<file path="config.mk">
export PLATFORM = sky130hd
export DESIGN_NAME = qb4_sram
export DESIGN_NICKNAME = d
export VERILOG_FILES = /design/src/rtl/qb4_pkg.sv /design/src/rtl/qb4_wr_gather.sv /design/src/rtl/qb4_array.sv /design/src/rtl/qb4_rd_serial.sv /design/src/rtl/qb4_sram.sv
export SDC_FILE = /design/constraint.sdc
export NUM_CORES = 1
export LEC_CHECK = 0
export BUFFER_PORTS_ARGS = -buffer_cell sky130_fd_sc_hd__buf_2
export CAP_MARGIN = 20
export CORE_MARGIN = 3
export CORE_UTILIZATION = 50
export DETAILED_ROUTE_END_ITERATION = 6
export PLACE_DENSITY = 0.66
export SYNTH_ARGS = -nofsm -noshare
export SYNTH_HDL_FRONTEND = slang
export SYNTH_SLANG_ARGS = --single-unit
</file>
<file path="constraint.sdc">
create_clock -name clk -period 7.5 [get_ports clk]
set_clock_uncertainty 0.1 [all_clocks]
set_input_delay 1.875 -clock clk [delete_from_list [all_inputs] [get_ports clk]]
set_output_delay 1.875 -clock clk [all_outputs]
set_load 0.005 [all_outputs]
</file>
<file path="src/rtl/qb4_pkg.sv">
package qb4_pkg;
  // Beats in one burst, and beats carried per clock cycle
  localparam int unsigned BURST_LEN     = 4;
  localparam int unsigned BEATS_PER_CYC = 2;

  typedef enum logic [0:0] {
    LAT_ONE = 1'b0,
    LAT_TWO = 1'b1
  } rd_lat_e;
endpackage

</file>
<file path="src/rtl/qb4_wr_gather.sv">
// Collects the four beats of a write burst and presents one array-wide word
// during the cycle that carries the final beat pair.
module qb4_wr_gather #(
  parameter int ADDR_W = 4,
  parameter int BYTE_W = 9,
  parameter int BYTES  = 2,
  localparam int DATA_W = BYTE_W * BYTES,
  localparam int WORD_W = DATA_W * qb4_pkg::BURST_LEN,
  localparam int MASK_W = BYTES * qb4_pkg::BURST_LEN
) (
  input  logic              clk,
  input  logic              rst_n,
  input  logic              wr_req,
  input  logic [ADDR_W-1:0] wr_addr,
  input  logic [DATA_W-1:0] d_ev,
  input  logic [DATA_W-1:0] d_od,
  input  logic [BYTES-1:0]  m_ev,
  input  logic [BYTES-1:0]  m_od,
  output logic              commit,
  output logic [ADDR_W-1:0] commit_addr,
  output logic [WORD_W-1:0] commit_word,
  output logic [MASK_W-1:0] commit_mask
);
  localparam int HALF_D = DATA_W * qb4_pkg::BEATS_PER_CYC;
  localparam int HALF_M = BYTES * qb4_pkg::BEATS_PER_CYC;

  logic              pend_q;
  logic [ADDR_W-1:0] addr_q;
  logic [HALF_D-1:0] head_d_q;
  logic [HALF_M-1:0] head_m_q;
  logic              accept;

  // A request during the tail cycle of a burst is dropped
  assign accept = wr_req & ~pend_q;

  always_ff @(posedge clk or negedge rst_n) begin
    if (!rst_n) pend_q <= 1'b0;
    else        pend_q <= accept;
  end

  always_ff @(posedge clk) begin
    if (accept) begin
      addr_q   <= wr_addr;
      head_d_q <= {d_od, d_ev};
      head_m_q <= {m_od, m_ev};
    end
  end

  assign commit      = pend_q;
  assign commit_addr = addr_q;
  assign commit_word = {d_od, d_ev, head_d_q};
  assign commit_mask = {m_od, m_ev, head_m_q};
endmodule

</file>
<file path="src/rtl/qb4_array.sv">
// Byte-lane banked storage with a synchronous read. The read word is merged
// with a write that commits in the same cycle.
module qb4_array #(
  parameter int ADDR_W = 4,
  parameter int BYTE_W = 9,
  parameter int BYTES  = 2,
  localparam int DATA_W = BYTE_W * BYTES,
  localparam int WORD_W = DATA_W * qb4_pkg::BURST_LEN,
  localparam int MASK_W = BYTES * qb4_pkg::BURST_LEN
) (
  input  logic              clk,
  input  logic              rst_n,
  input  logic              rd_req,
  input  logic [ADDR_W-1:0] rd_addr,
  input  logic              commit,
  input  logic [ADDR_W-1:0] commit_addr,
  input  logic [WORD_W-1:0] commit_word,
  input  logic [MASK_W-1:0] commit_mask,
  output logic [WORD_W-1:0] rword,
  output logic              rword_v
);
  localparam int DEPTH = 1 << ADDR_W;
  localparam int LANES = MASK_W;

  logic              rd_fire;
  logic              hit;
  logic [WORD_W-1:0] fwd_word;

  // rword_v also marks the tail cycle of a read burst
  assign rd_fire = rd_req & ~rword_v;
  assign hit     = commit && (commit_addr == rd_addr);

  for (genvar l = 0; l < LANES; l++) begin : g_lane
    logic [BYTE_W-1:0] bank [DEPTH];
    logic [BYTE_W-1:0] cur;

    always_ff @(posedge clk) begin
      if (commit && commit_mask[l])
        bank[commit_addr] <= commit_word[l*BYTE_W +: BYTE_W];
    end

    assign cur = bank[rd_addr];
    assign fwd_word[l*BYTE_W +: BYTE_W] =
      (hit && commit_mask[l]) ? commit_word[l*BYTE_W +: BYTE_W] : cur;
  end

  always_ff @(posedge clk or negedge rst_n) begin
    if (!rst_n) rword_v <= 1'b0;
    else        rword_v <= rd_fire;
  end

  always_ff @(posedge clk) begin
    if (rd_fire) rword <= fwd_word;
  end
endmodule

</file>
<file path="src/rtl/qb4_rd_serial.sv">
// Splits one array word into two beat pairs, with an optional extra stage.
module qb4_rd_serial #(
  parameter int DATA_W = 18,
  localparam int WORD_W = DATA_W * qb4_pkg::BURST_LEN,
  localparam int HALF_D = DATA_W * qb4_pkg::BEATS_PER_CYC
) (
  input  logic              clk,
  input  logic              rst_n,
  input  qb4_pkg::rd_lat_e  lat_sel,
  input  logic [WORD_W-1:0] word,
  input  logic              word_v,
  output logic [DATA_W-1:0] q_ev,
  output logic [DATA_W-1:0] q_od,
  output logic              q_v
);
  logic [WORD_W-1:0] dly_word_q;
  logic              dly_v_q;
  logic [WORD_W-1:0] src_word;
  logic              src_v;
  logic [HALF_D-1:0] tail_q;
  logic              tail_v_q;

  always_ff @(posedge clk or negedge rst_n) begin
    if (!rst_n) begin
      dly_v_q  <= 1'b0;
      tail_v_q <= 1'b0;
    end else begin
      dly_v_q  <= word_v;
      tail_v_q <= src_v;
    end
  end

  always_ff @(posedge clk) begin
    if (word_v) dly_word_q <= word;
    if (src_v)  tail_q     <= src_word[HALF_D +: HALF_D];
  end

  always_comb begin
    if (lat_sel == qb4_pkg::LAT_TWO) begin
      src_v    = dly_v_q;
      src_word = dly_word_q;
    end else begin
      src_v    = word_v;
      src_word = word;
    end
  end

  always_comb begin
    q_v = src_v | tail_v_q;
    if (src_v)         {q_od, q_ev} = src_word[0 +: HALF_D];
    else if (tail_v_q) {q_od, q_ev} = tail_q;
    else               {q_od, q_ev} = '0;
  end
endmodule

</file>
<file path="src/rtl/qb4_sram.sv">
module qb4_sram #(
  parameter int ADDR_W = 4,
  parameter int BYTE_W = 9,
  parameter int BYTES  = 2,
  localparam int DATA_W = BYTE_W * BYTES
) (
  input  logic              clk,
  input  logic              rst_n,
  input  logic              two_cycle_lat,
  input  logic              rd_req,
  input  logic [ADDR_W-1:0] rd_addr,
  input  logic              wr_req,
  input  logic [ADDR_W-1:0] wr_addr,
  input  logic [DATA_W-1:0] wdata_ev,
  input  logic [DATA_W-1:0] wdata_od,
  input  logic [BYTES-1:0]  wbe_ev,
  input  logic [BYTES-1:0]  wbe_od,
  output logic [DATA_W-1:0] rdata_ev,
  output logic [DATA_W-1:0] rdata_od,
  output logic              rvalid
);
  localparam int WORD_W = DATA_W * qb4_pkg::BURST_LEN;
  localparam int MASK_W = BYTES * qb4_pkg::BURST_LEN;

  logic              commit;
  logic [ADDR_W-1:0] commit_addr;
  logic [WORD_W-1:0] commit_word;
  logic [MASK_W-1:0] commit_mask;
  logic [WORD_W-1:0] rword;
  logic              rword_v;
  qb4_pkg::rd_lat_e  lat_sel;

  assign lat_sel = qb4_pkg::rd_lat_e'(two_cycle_lat);

  qb4_wr_gather #(.ADDR_W(ADDR_W), .BYTE_W(BYTE_W), .BYTES(BYTES)) u_gather (
    .clk         (clk),
    .rst_n       (rst_n),
    .wr_req      (wr_req),
    .wr_addr     (wr_addr),
    .d_ev        (wdata_ev),
    .d_od        (wdata_od),
    .m_ev        (wbe_ev),
    .m_od        (wbe_od),
    .commit      (commit),
    .commit_addr (commit_addr),
    .commit_word (commit_word),
    .commit_mask (commit_mask)
  );

  qb4_array #(.ADDR_W(ADDR_W), .BYTE_W(BYTE_W), .BYTES(BYTES)) u_array (
    .clk         (clk),
    .rst_n       (rst_n),
    .rd_req      (rd_req),
    .rd_addr     (rd_addr),
    .commit      (commit),
    .commit_addr (commit_addr),
    .commit_word (commit_word),
    .commit_mask (commit_mask),
    .rword       (rword),
    .rword_v     (rword_v)
  );

  qb4_rd_serial #(.DATA_W(DATA_W)) u_serial (
    .clk     (clk),
    .rst_n   (rst_n),
    .lat_sel (lat_sel),
    .word    (rword),
    .word_v  (rword_v),
    .q_ev    (rdata_ev),
    .q_od    (rdata_od),
    .q_v     (rvalid)
  );
endmodule

</file>
==> impl_metrics.toml <==
[floorplan]
rows = 118
die_w_um = 330.5
dieHeight_um = 330.5
start_util_pct = 50.66
dieArea_um2 = 109200
top_level_ports = 90
coreArea_um2 = 103900

[grt]
grt_max_degree = 119
grt_util_all_layers_pct = 21.07
grt_pass1_vias = 24990
grt_use_met2_pct = 31.13
grt.overflow.total = 0
grt_util_met1_pct = 31.66
busiest_layer = "met1"
grt_pass1_wl_mm = 168.5
grt_antenna_before_repair = 9
grt_use_met3_pct = 4.973

[min_path]
hold_path.class = "reg2reg"
holdCritStartpoint = "u_array.rword[60]"

[detailed_routing]
wl_mm = 112.7
num_vias = 24350
avgRoutedWirePerCell_um = 28.06
dr.pass1.iters = 6
drtIter0Drc = 2894
vias_per_cell = 6.061
drc = 0
ant_nets = 0

[sta]
fin_crit_ns = 6.011
finalHoldViolCount = 0
max_freq_ghz = 0.1664
setup_violations = 0
worst_hold_slack_ns = 0.3508
fin_ws_ns = 1.489
fin_tns_setup_ns = 0
post-route-period-util_pct = 80.14
worst-slew-pin-transition_ns = 1.241
rsz0062_at_grt = "no"
relSlewSlack_pct = 17.06
finalMaxSlewViolations = 0

[synthesis]
seq_area_frac_synth_pct = 78.67
synth_top_area_share_pct = 78.48
ys_ff_latch = 1380
syn-num-nets = 2469
synth_cells = 2416
ys_async_sr_fraction_pct = 0.2899
yosys.cell_count.top_type = "edfxtp_1"
ys.flop_type = "edfxtp_1"
yosys_warnings = 0
synthesis.area_um2 = 52650
syn_area_per_cell_um2 = 21.79
synth_commonest_cells = "edfxtp_1, mux4_2, a22oi_1, nor2_1, mux2_2"
yosys.area.top_type = "edfxtp_1"
synth_cell_type_count = 24
ys_top_cells_by_area = "edfxtp_1, mux4_2, mux2_2"
synth_edf_count = 1376

[cts]
cts-resized-gates = 0
cts_root_buffer = "clkbuf_16"
h-tree-depth = 4
cts_buffers = 135
cts_tree = "built"
clkTransAtPathRegs_ns = 0.05
post_cts_buffers = 0
insertion_delay_ns = 0.72
cts_sinks = 1380
cts_buffer_depth = 3
cts-hold-fix-buffers = 0

[setup_path]
crit_fanout = 34
worst_path_max_delay_cell = "mux2i_4"
critPathTopFamily = "buffers and inverters"
critical-path-max-stage-delay_ns = 0.87
startpoint_type = "input port"
cp_num_buf_inv = 3
cp.arrival_ns = 4.04
cp.required_ns = 5.53
cpMostUsedCell = "buf_4"
timing.rr.start = "u_gather.commit_addr[2]"
path_cells = "buf_4 > mux2i_4 > buf_4 > nand3_1 > o21ai_1 > buf_2"
end_kind = "output port"
startpoint = "two_cycle_lat"
crit_type = "in2out"

[outcome]
outcome = "completed"

[layout]
fin_nets = 2583
areaGrowthSynthToFinish_pct = 11.20
finalInstanceArea_um2 = 58550
fin_util_pct = 56.33
fin_cells = 4017
drive_above_1_share_pct = 26.51
fillers = 7542

[place]
finalWeightedCongestion = 0.8087
placed_area_um2 = 54410
portBuffers = 89
post-place-cells = 3772
place_hpwl_mm = 70.31
dp_slack_ns = 1.464

[power]
leakagePower_nw = 18.51
power.total_mw = 15.80
cellPowerDensity_nw_per_um2 = 269.9
ir_drop_mv = 0.2308

[run]
maxCapViolCount = 0
[report_power, final]
group / switching (mW) / internal, mW / leakage [nW]
Clock: 2.73 / 3.60 / 2.00
Combinational: 0.436 / 0.284 / 3.94
Sequential: 0.114 / 8.64 / 12.6
[per-layer routing]
metal | vias up | routed length [µm]
met5 | - | 0
met1 | 12860 | 48810
met2 | 1011 | 51830
met3 | 181 | 9427
li1 | 10290 | -
met4 | 0 | 2669
[final cells by class]
cell class	count	area, µm²	share of cell area (%)
antenna	8	20.02	0.03419
tap	1380	1727	2.949
clock inverter	57	479.2	0.8185
timing repair buffer	113	698.2	1.192
sequential	1380	41420	70.75
clock buffer	179	3616	6.176
multi-input combinational	899	10580	18.07
inverter	1	3.754	0.006411
[state kept, by name, indices dropped and copies added, names as in the netlist]
name / count
u_array.g_lane.bank: 1152
u_array.rword: 72
u_serial.dly_word_q: 72
u_gather.head_d_q: 36
u_serial.tail_q: 36
u_gather.commit_addr: 4
u_gather.head_m_q: 4
u_array.rword_v: 1
u_gather.commit: 1
u_serial.dly_v_q: 1
u_serial.tail_v_q: 1
[cell families (layout without fill, tap and decap cells)]
kind of cell	Yosys count	count (layout)	share of synthesized area [%]
other	0	8	0
flip-flops	1380	1380	78.67
multiplexers	433	433	15.33
buffers and inverters	137	350	1.335
XOR/XNOR	4	4	0.06653
AND/OR/NAND/NOR	282	282	2.205
AO/OA/AOI/OAI	180	180	2.395
[worst paths after layout]
| kind | endpoint | slack, ns | cells past startpoint |
|---|---|---|---|
| min in group asynchronous | u_gather.commit | 0.86 | 1 |
| max in group asynchronous | u_array.rword_v | 6.29 | 1 |
| worst min-delay path | u_serial.dly_word_q[60] | 0.35 | 0 |
| worst min register to register | u_serial.dly_word_q[60] | 0.35 | 0 |
| worst max-delay path | rdata_ev[14] | 1.49 | 6 |
| worst max register to register | u_array.g_lane[2].bank[3][7] | 3.92 | 3 |
[cells in the final DEF, fill, tap and decap left out, types with 2 or more instances in the layout]
cell type / count
nor2b_4: 4
buf_4: 21
xnor2_1: 4
dfrtp_1: 3
clkbuf_8: 3
nor2_1: 130
clkinv_1: 17
nand3_1: 42
clkinv_2: 20
mux2i_1: 36
clkinv_8: 2
nand2_1: 89
buf_12: 4
diode_2: 8
a22oi_1: 144
bufinv_16: 6
clkbuf_16: 137
inv_6: 9
nand4_1: 2
mux2_2: 108
edfxtp_1: 1376
mux4_2: 288
clkbuf_1: 39
o21ai_0: 27
or2_1: 8
nor2b_1: 4
buf_8: 2
clkinvlp_4: 2
buf_2: 86
o21ai_1: 9
Note: power is estimated with default switching activity, not from simulation.
